### src/rtl/clkgen_regport_pkg.sv
package clkgen_regport_pkg;
    localparam int REG_W      = 8;
    localparam int IDX_W      = REG_W - 2;
    localparam int SEL_W      = 2;
    localparam int NUM_PIX    = 1 << SEL_W;
    localparam int STROBE_BIT = 6;
    localparam int MCODE_W    = 3;
    localparam int EXT_BASE   = 4;

    typedef struct packed {
        logic [IDX_W-1:0] idx;
        logic             wr_en;
        logic [REG_W-1:0] ctl;
        logic             strobe;
    } front_t;

    typedef struct packed {
        logic [REG_W-1:0]              ref_div;
        logic [REG_W-1:0]              mfb;
        logic [REG_W-1:0]              post;
        logic [REG_W-1:0]              ext;
        logic [NUM_PIX-1:0][REG_W-1:0] fb;
    } bank_t;
endpackage

### src/rtl/clkgen_regport_front.sv
module clkgen_regport_front
    import clkgen_regport_pkg::*;
(
    input  logic             clk,
    input  logic             rst,
    input  logic             addr_we,
    input  logic [REG_W-1:1] addr_hi,
    input  logic             ctl_we,
    input  logic [REG_W-1:0] ctl_wdata,
    output logic [IDX_W-1:0] cur_idx,
    output logic             cur_wr_en,
    output logic [REG_W-1:0] ctl_byte,
    output logic             strobe
);
    front_t st_d, st_q;

    always_comb begin
        st_d = st_q;
        if (addr_we) begin
            st_d.idx   = addr_hi[REG_W-1:2];
            st_d.wr_en = addr_hi[1];
        end
        if (ctl_we) begin
            st_d.ctl             = ctl_wdata;
            st_d.ctl[STROBE_BIT] = 1'b0;
        end
        st_d.strobe = ctl_we & ctl_wdata[STROBE_BIT];
    end

    always_ff @(posedge clk) begin
        if (rst) st_q <= '0;
        else     st_q <= st_d;
    end

    assign cur_idx   = st_q.idx;
    assign cur_wr_en = st_q.wr_en;
    assign ctl_byte  = st_q.ctl;
    assign strobe    = st_q.strobe;
endmodule

### src/rtl/clkgen_regport_bank.sv
module clkgen_regport_bank
    import clkgen_regport_pkg::*;
#(
    parameter int IDX_REF  = 2,
    parameter int IDX_MFB  = 4,
    parameter int IDX_POST = 5,
    parameter int IDX_FB0  = 7,
    parameter int IDX_EXT  = 11
) (
    input  logic             clk,
    input  logic             rst,
    input  logic [IDX_W-1:0] idx,
    input  logic             wr_en,
    input  logic             data_we,
    input  logic [REG_W-1:0] data_wdata,
    output logic [REG_W-1:0] rdata,
    output bank_t            regs
);
    bank_t bank_d, bank_q;

    logic               hit_ref, hit_mfb, hit_post, hit_ext;
    logic [NUM_PIX-1:0] hit_fb;
    logic               commit;

    assign hit_ref  = (idx == IDX_W'(IDX_REF));
    assign hit_mfb  = (idx == IDX_W'(IDX_MFB));
    assign hit_post = (idx == IDX_W'(IDX_POST));
    assign hit_ext  = (idx == IDX_W'(IDX_EXT));

    for (genvar g = 0; g < NUM_PIX; g++) begin : g_fb_hit
        assign hit_fb[g] = (idx == IDX_W'(IDX_FB0 + g));
    end

    assign commit = data_we & wr_en;

    always_comb begin
        bank_d = bank_q;
        if (commit) begin
            if (hit_ref)  bank_d.ref_div = data_wdata;
            if (hit_mfb)  bank_d.mfb     = data_wdata;
            if (hit_post) bank_d.post    = data_wdata;
            if (hit_ext)  bank_d.ext     = data_wdata;
            for (int i = 0; i < NUM_PIX; i++) begin
                if (hit_fb[i]) bank_d.fb[i] = data_wdata;
            end
        end
    end

    always_ff @(posedge clk) begin
        if (rst) bank_q <= '0;
        else     bank_q <= bank_d;
    end

    always_comb begin
        rdata = '0;
        if (hit_ref)  rdata = bank_q.ref_div;
        if (hit_mfb)  rdata = bank_q.mfb;
        if (hit_post) rdata = bank_q.post;
        if (hit_ext)  rdata = bank_q.ext;
        for (int i = 0; i < NUM_PIX; i++) begin
            if (hit_fb[i]) rdata = bank_q.fb[i];
        end
    end

    assign regs = bank_q;
endmodule

### src/rtl/clkgen_regport_decode.sv
module clkgen_regport_decode
    import clkgen_regport_pkg::*;
(
    input  bank_t              regs,
    input  logic [SEL_W-1:0]   sel,
    output logic [REG_W-1:0]   active_fb_div,
    output logic [1:0]         active_post_code,
    output logic               active_ext_post,
    output logic [MCODE_W-1:0] mem_post_code,
    output logic               mem_ref_div3,
    output logic               mem_code_bad
);
    always_comb begin
        active_fb_div    = regs.fb[sel];
        active_post_code = regs.post[{sel, 1'b0} +: 2];
        active_ext_post  = regs.ext[EXT_BASE + int'(sel)];
        mem_post_code    = regs.ext[MCODE_W-1:0];
        mem_ref_div3     = (mem_post_code == MCODE_W'(4));
        mem_code_bad     = (mem_post_code > MCODE_W'(4));
    end
endmodule

### src/rtl/clkgen_regport.sv
module clkgen_regport
    import clkgen_regport_pkg::*;
#(
    parameter int IDX_REF  = 2,
    parameter int IDX_MFB  = 4,
    parameter int IDX_POST = 5,
    parameter int IDX_FB0  = 7,
    parameter int IDX_EXT  = 11
) (
    input  logic               clk,
    input  logic               rst,
    input  logic               addr_we,
    input  logic [REG_W-1:0]   addr_wdata,
    output logic [REG_W-1:0]   addr_rdata,
    input  logic               data_we,
    input  logic [REG_W-1:0]   data_wdata,
    output logic [REG_W-1:0]   data_rdata,
    input  logic               ctl_we,
    input  logic [REG_W-1:0]   ctl_wdata,
    output logic [REG_W-1:0]   ctl_rdata,
    output logic               sel_strobe,
    output logic [SEL_W-1:0]   active_sel,
    output logic [REG_W-1:0]   active_fb_div,
    output logic [1:0]         active_post_code,
    output logic               active_ext_post,
    output logic [REG_W-1:0]   ref_div,
    output logic [REG_W-1:0]   mem_fb_div,
    output logic [MCODE_W-1:0] mem_post_code,
    output logic               mem_ref_div3,
    output logic               mem_code_bad
);
    logic [IDX_W-1:0] cur_idx;
    logic             cur_wr_en;
    logic [REG_W-1:0] ctl_byte;
    bank_t            regs;

    clkgen_regport_front u_front (
        .clk       (clk),
        .rst       (rst),
        .addr_we   (addr_we),
        .addr_hi   (addr_wdata[REG_W-1:1]),
        .ctl_we    (ctl_we),
        .ctl_wdata (ctl_wdata),
        .cur_idx   (cur_idx),
        .cur_wr_en (cur_wr_en),
        .ctl_byte  (ctl_byte),
        .strobe    (sel_strobe)
    );

    clkgen_regport_bank #(
        .IDX_REF  (IDX_REF),
        .IDX_MFB  (IDX_MFB),
        .IDX_POST (IDX_POST),
        .IDX_FB0  (IDX_FB0),
        .IDX_EXT  (IDX_EXT)
    ) u_bank (
        .clk        (clk),
        .rst        (rst),
        .idx        (cur_idx),
        .wr_en      (cur_wr_en),
        .data_we    (data_we),
        .data_wdata (data_wdata),
        .rdata      (data_rdata),
        .regs       (regs)
    );

    clkgen_regport_decode u_decode (
        .regs             (regs),
        .sel              (ctl_byte[SEL_W-1:0]),
        .active_fb_div    (active_fb_div),
        .active_post_code (active_post_code),
        .active_ext_post  (active_ext_post),
        .mem_post_code    (mem_post_code),
        .mem_ref_div3     (mem_ref_div3),
        .mem_code_bad     (mem_code_bad)
    );

    assign addr_rdata = {cur_idx, cur_wr_en, 1'b0};
    assign ctl_rdata  = ctl_byte;
    assign active_sel = ctl_byte[SEL_W-1:0];
    assign ref_div    = regs.ref_div;
    assign mem_fb_div = regs.mfb;
endmodule

### config.mk
export PLATFORM = sky130hd
export DESIGN_NAME = clkgen_regport
export DESIGN_NICKNAME = d
export VERILOG_FILES = /design/src/rtl/clkgen_regport_pkg.sv /design/src/rtl/clkgen_regport_front.sv /design/src/rtl/clkgen_regport_bank.sv /design/src/rtl/clkgen_regport_decode.sv /design/src/rtl/clkgen_regport.sv
export SDC_FILE = /design/constraint.sdc
export NUM_CORES = 1
export LEC_CHECK = 0
export BUFFER_PORTS_ARGS = -buffer_cell sky130_fd_sc_hd__buf_2
export CORE_ASPECT_RATIO = 1.4
export CORE_MARGIN = 5
export CORE_UTILIZATION = 36
export DETAILED_ROUTE_END_ITERATION = 8
export PLACE_DENSITY_LB_ADDON = 0.3
export SLEW_MARGIN = 20
export SYNTH_ARGS = -nofsm -noshare
export SYNTH_HDL_FRONTEND = slang
export SYNTH_SLANG_ARGS = --single-unit
### constraint.sdc
create_clock -name clk -period 3.2 [get_ports clk]
set_input_delay 0.16 -clock clk [delete_from_list [all_inputs] [get_ports clk]]
set_output_delay 0.16 -clock clk [all_outputs]
set_load 0.05 [all_outputs]
==> impl_metrics.tcl <==
set metrics [dict create \
    yosysSeqAreaShare_pct 38.4 \
    cp_max_fo 13 \
    htreeDepth 3 \
    area_growth_pct 14.7 \
    grt_pass1_wl_mm 18.2 \
    synth_cells 421 \
    slew_violations 0 \
    async_reset_ff_share_pct 0 \
    fin_tns_setup_ns 0 \
    fin_skew_ns 0.00512 \
    placed_area_sq_um 4380 \
    hold_path_class "input pin to flop" \
    row_count 46 \
    startpoint_type "flop" \
    pin_count 88 \
    vdd_drop_max_uv 249 \
    path_clk_slew_ns 0.06 \
    fp.dieH_microns 137 \
    synthFlopType "dfxtp_1" \
    hold_buffers 0 \
    post-cts-setup-buffers 0 \
    multi_input_area_sq_um 2170 \
    cpLargestDelayFamily "simple AND/OR/NAND/NOR gates" \
    gp_congestion 0.848 \
    routedWlPerCell_microns 19.0 \
    finalWirelength_mm 11.5 \
    initial_core_util_pct 36.5 \
    grt_max_degree 72 \
    drc 0 \
    synth_edf_count 0 \
    rsz0062_at_grt "false" \
    clk_latency_ns 0.34 \
    ys_warn_count 0 \
    die_area_sq_um 13700 \
    cts_resized 0 \
    regToRegSetupSlack_ns 0.80 \
    cts_tree "built" \
    critPathArrivalTime_ns 2.79 \
    max_freq_mhz 339 \
    worstMarginPinSlew_ns 0.781 \
    layout-drive-gt1-share_pct 27.6 \
    detail-route-antenna-nets 0 \
    drv_cap 0 \
    critPathMaxStageDelay_ns 0.71 \
    p_leak_nw 2.21 \
    end_kind "primary output" \
    syn_area_sq_um 4120 \
    fin_crit_ns 2.95 \
    hpwl_mm 8.22 \
    finalHoldViolCount 0 \
    port_buffers 84 \
    grt_pass1_vias 3337 \
    antenna_found_initial 0 \
    syn_area_per_cell_sq_um 9.79 \
    fin_crit_sh_pct 92.1 \
    path_class "flop to primary output" \
    core_area_sq_um 11300 \
    cts_inserted_buffers 9 \
    clock-root-buffer "clkbuf_16" \
    filler_cell_count 1156 \
    status "finished, final reports clean" \
    cellPowerDensity_nw_per_um2 513 \
    die_w_microns 100 \
    setup_viol_count_final 0 \
    crit_buf_inv 1 \
    slew_headroom_pct 47.9 \
    fin_nets 488 \
    drt-initial-drc-count 199 \
    crit_chain "nor2b_1, nand2_1, o22ai_1, o32ai_1, buf_2" \
    regArea_sq_um 1580 \
    finish.utilization_pct 41.9 \
    final_area_sq_um 4720 \
    clock-sinks 79 \
    gr-total-overflow 0 \
    crit_slowest_cell "dfxtp_1" \
    ys_types 49 \
    firstDrtPassIters 4 \
    post_drt_via_cell_ratio 5.35 \
    cts_max_path_buffers 2 \
    num_vias 3251 \
    cp.required_ns 3.04 \
    ys_ff_latch 79 \
    grt.total_usage_pct 17.5 \
    diodes 0 \
]
[worst register-to-register path: cells and delay by family, from the launching register on]
kind             cells  cell delay [ns]
muxes                1             0.24
and+or+nand+nor      3             1.30
DFF                  1             0.71
[sequential cells by signal (all words and copies together) (netlist names)]
register,cells
u_bank.regs,64
u_front.ctl_byte,7
u_front.cur_idx,6
u_front.cur_wr_en,1
u_front.strobe,1
[cells in the final DEF, fill, tap and decap left out, types with 4 or more instances in the layout]
cell | synthesis | layout
mux2i_1 | 80 | 80
a221oi_1 | 6 | 6
mux4_2 | 11 | 11
and3_1 | 13 | 13
o21ai_0 | 8 | 8
clkbuf_16 | 0 | 9
o22ai_1 | 9 | 9
dfxtp_1 | 79 | 79
o32ai_1 | 4 | 4
nand3_2 | 4 | 4
nor2_1 | 82 | 82
nand2_1 | 10 | 10
and2_1 | 4 | 4
buf_2 | 4 | 84
[through the flow]
stage	setup slack, ns	std cells	total power [mW]	hold slack (ns)
6_report	0.252	608	2.42	0.0459
5_1_grt	0.0393	608	2.50	0.0461
4_1_cts	0.309	608	2.45	0.0353
3_5_place_dp	0.691	592	1.26	0.399
3_3_place_gp	0.708	592	1.26	0.376
2_1_floorplan	0.309	422	1.21	0.283
[Yosys cell counts (3+ instances only)]
master	instances	area share, %
and2_1	4	0.61
nand3b_1	3	0.55
and3_1	13	2.0
o21ai_0	8	0.97
nand2_1	10	0.91
o22ai_1	9	1.4
nand3_1	3	0.36
dfxtp_1	79	38
a2111oi_1	3	0.73
o221ai_1	3	0.64
mux4_2	11	6.0
a221oi_1	6	1.3
buf_4	31	5.6
nor2_1	82	7.5
nand3_2	4	0.97
and3b_1	3	0.64
o32ai_1	4	0.85
mux2i_1	80	19
buf_2	4	0.49
clkbuf_1	22	2.0
[worst paths after layout]
kind	from	to	depth (start not counted)
min	ctl_wdata[6]	u_front.strobe	3
max reg2reg	u_front.cur_idx[0]	u_bank.regs[44]	4
max	u_front.cur_idx[0]	data_rdata[2]	5
min reg2reg	u_bank.regs[35]	u_bank.regs[35]	2
[report_power, final]
group | leakage [nW] | switching (mW) | internal, mW | total [mW]
sequential | 0.639 | 0.0290 | 0.996 | 1.03
combinational | 1.41 | 0.149 | 0.0644 | 0.213
clock | 0.168 | 0.404 | 0.780 | 1.18
total | 2.21 | 0.581 | 1.84 | 2.42
[metal layers]
layer  GRT usage (%)  vias to the layer above  routed length, microns
met2            29.2                      101                    5800
met1            20.7                     1586                    4720
met5               0                        -                       0
met3            4.23                       17                     601
met4            8.84                        0                     395
li1                -                     1547                       -
[area by class of cell]
| class | instances | share of cell area, % |
|---|---|---|
| sequential | 79 | 33.5 |
| tap | 144 | 3.81 |
| inverter | 2 | 0.159 |
| clock inverter | 6 | 2.28 |
| clock buffer | 10 | 5.06 |
| timing repair buffer | 86 | 9.22 |
| multi-input combinational | 281 | 46.0 |
[cells by family after synthesis]
| family | count (synthesis) | share of synthesized area (%) |
|---|---|---|
| AO/OA/AOI/OAI | 44 | 7.90 |
| buffers and inverters | 62 | 8.96 |
| flip-flops | 79 | 38.4 |
| multiplexers | 91 | 25.4 |
| other | 1 | 0.0910 |
| AND/OR/NAND/NOR | 144 | 19.2 |
(Power assumes the default switching activity.)
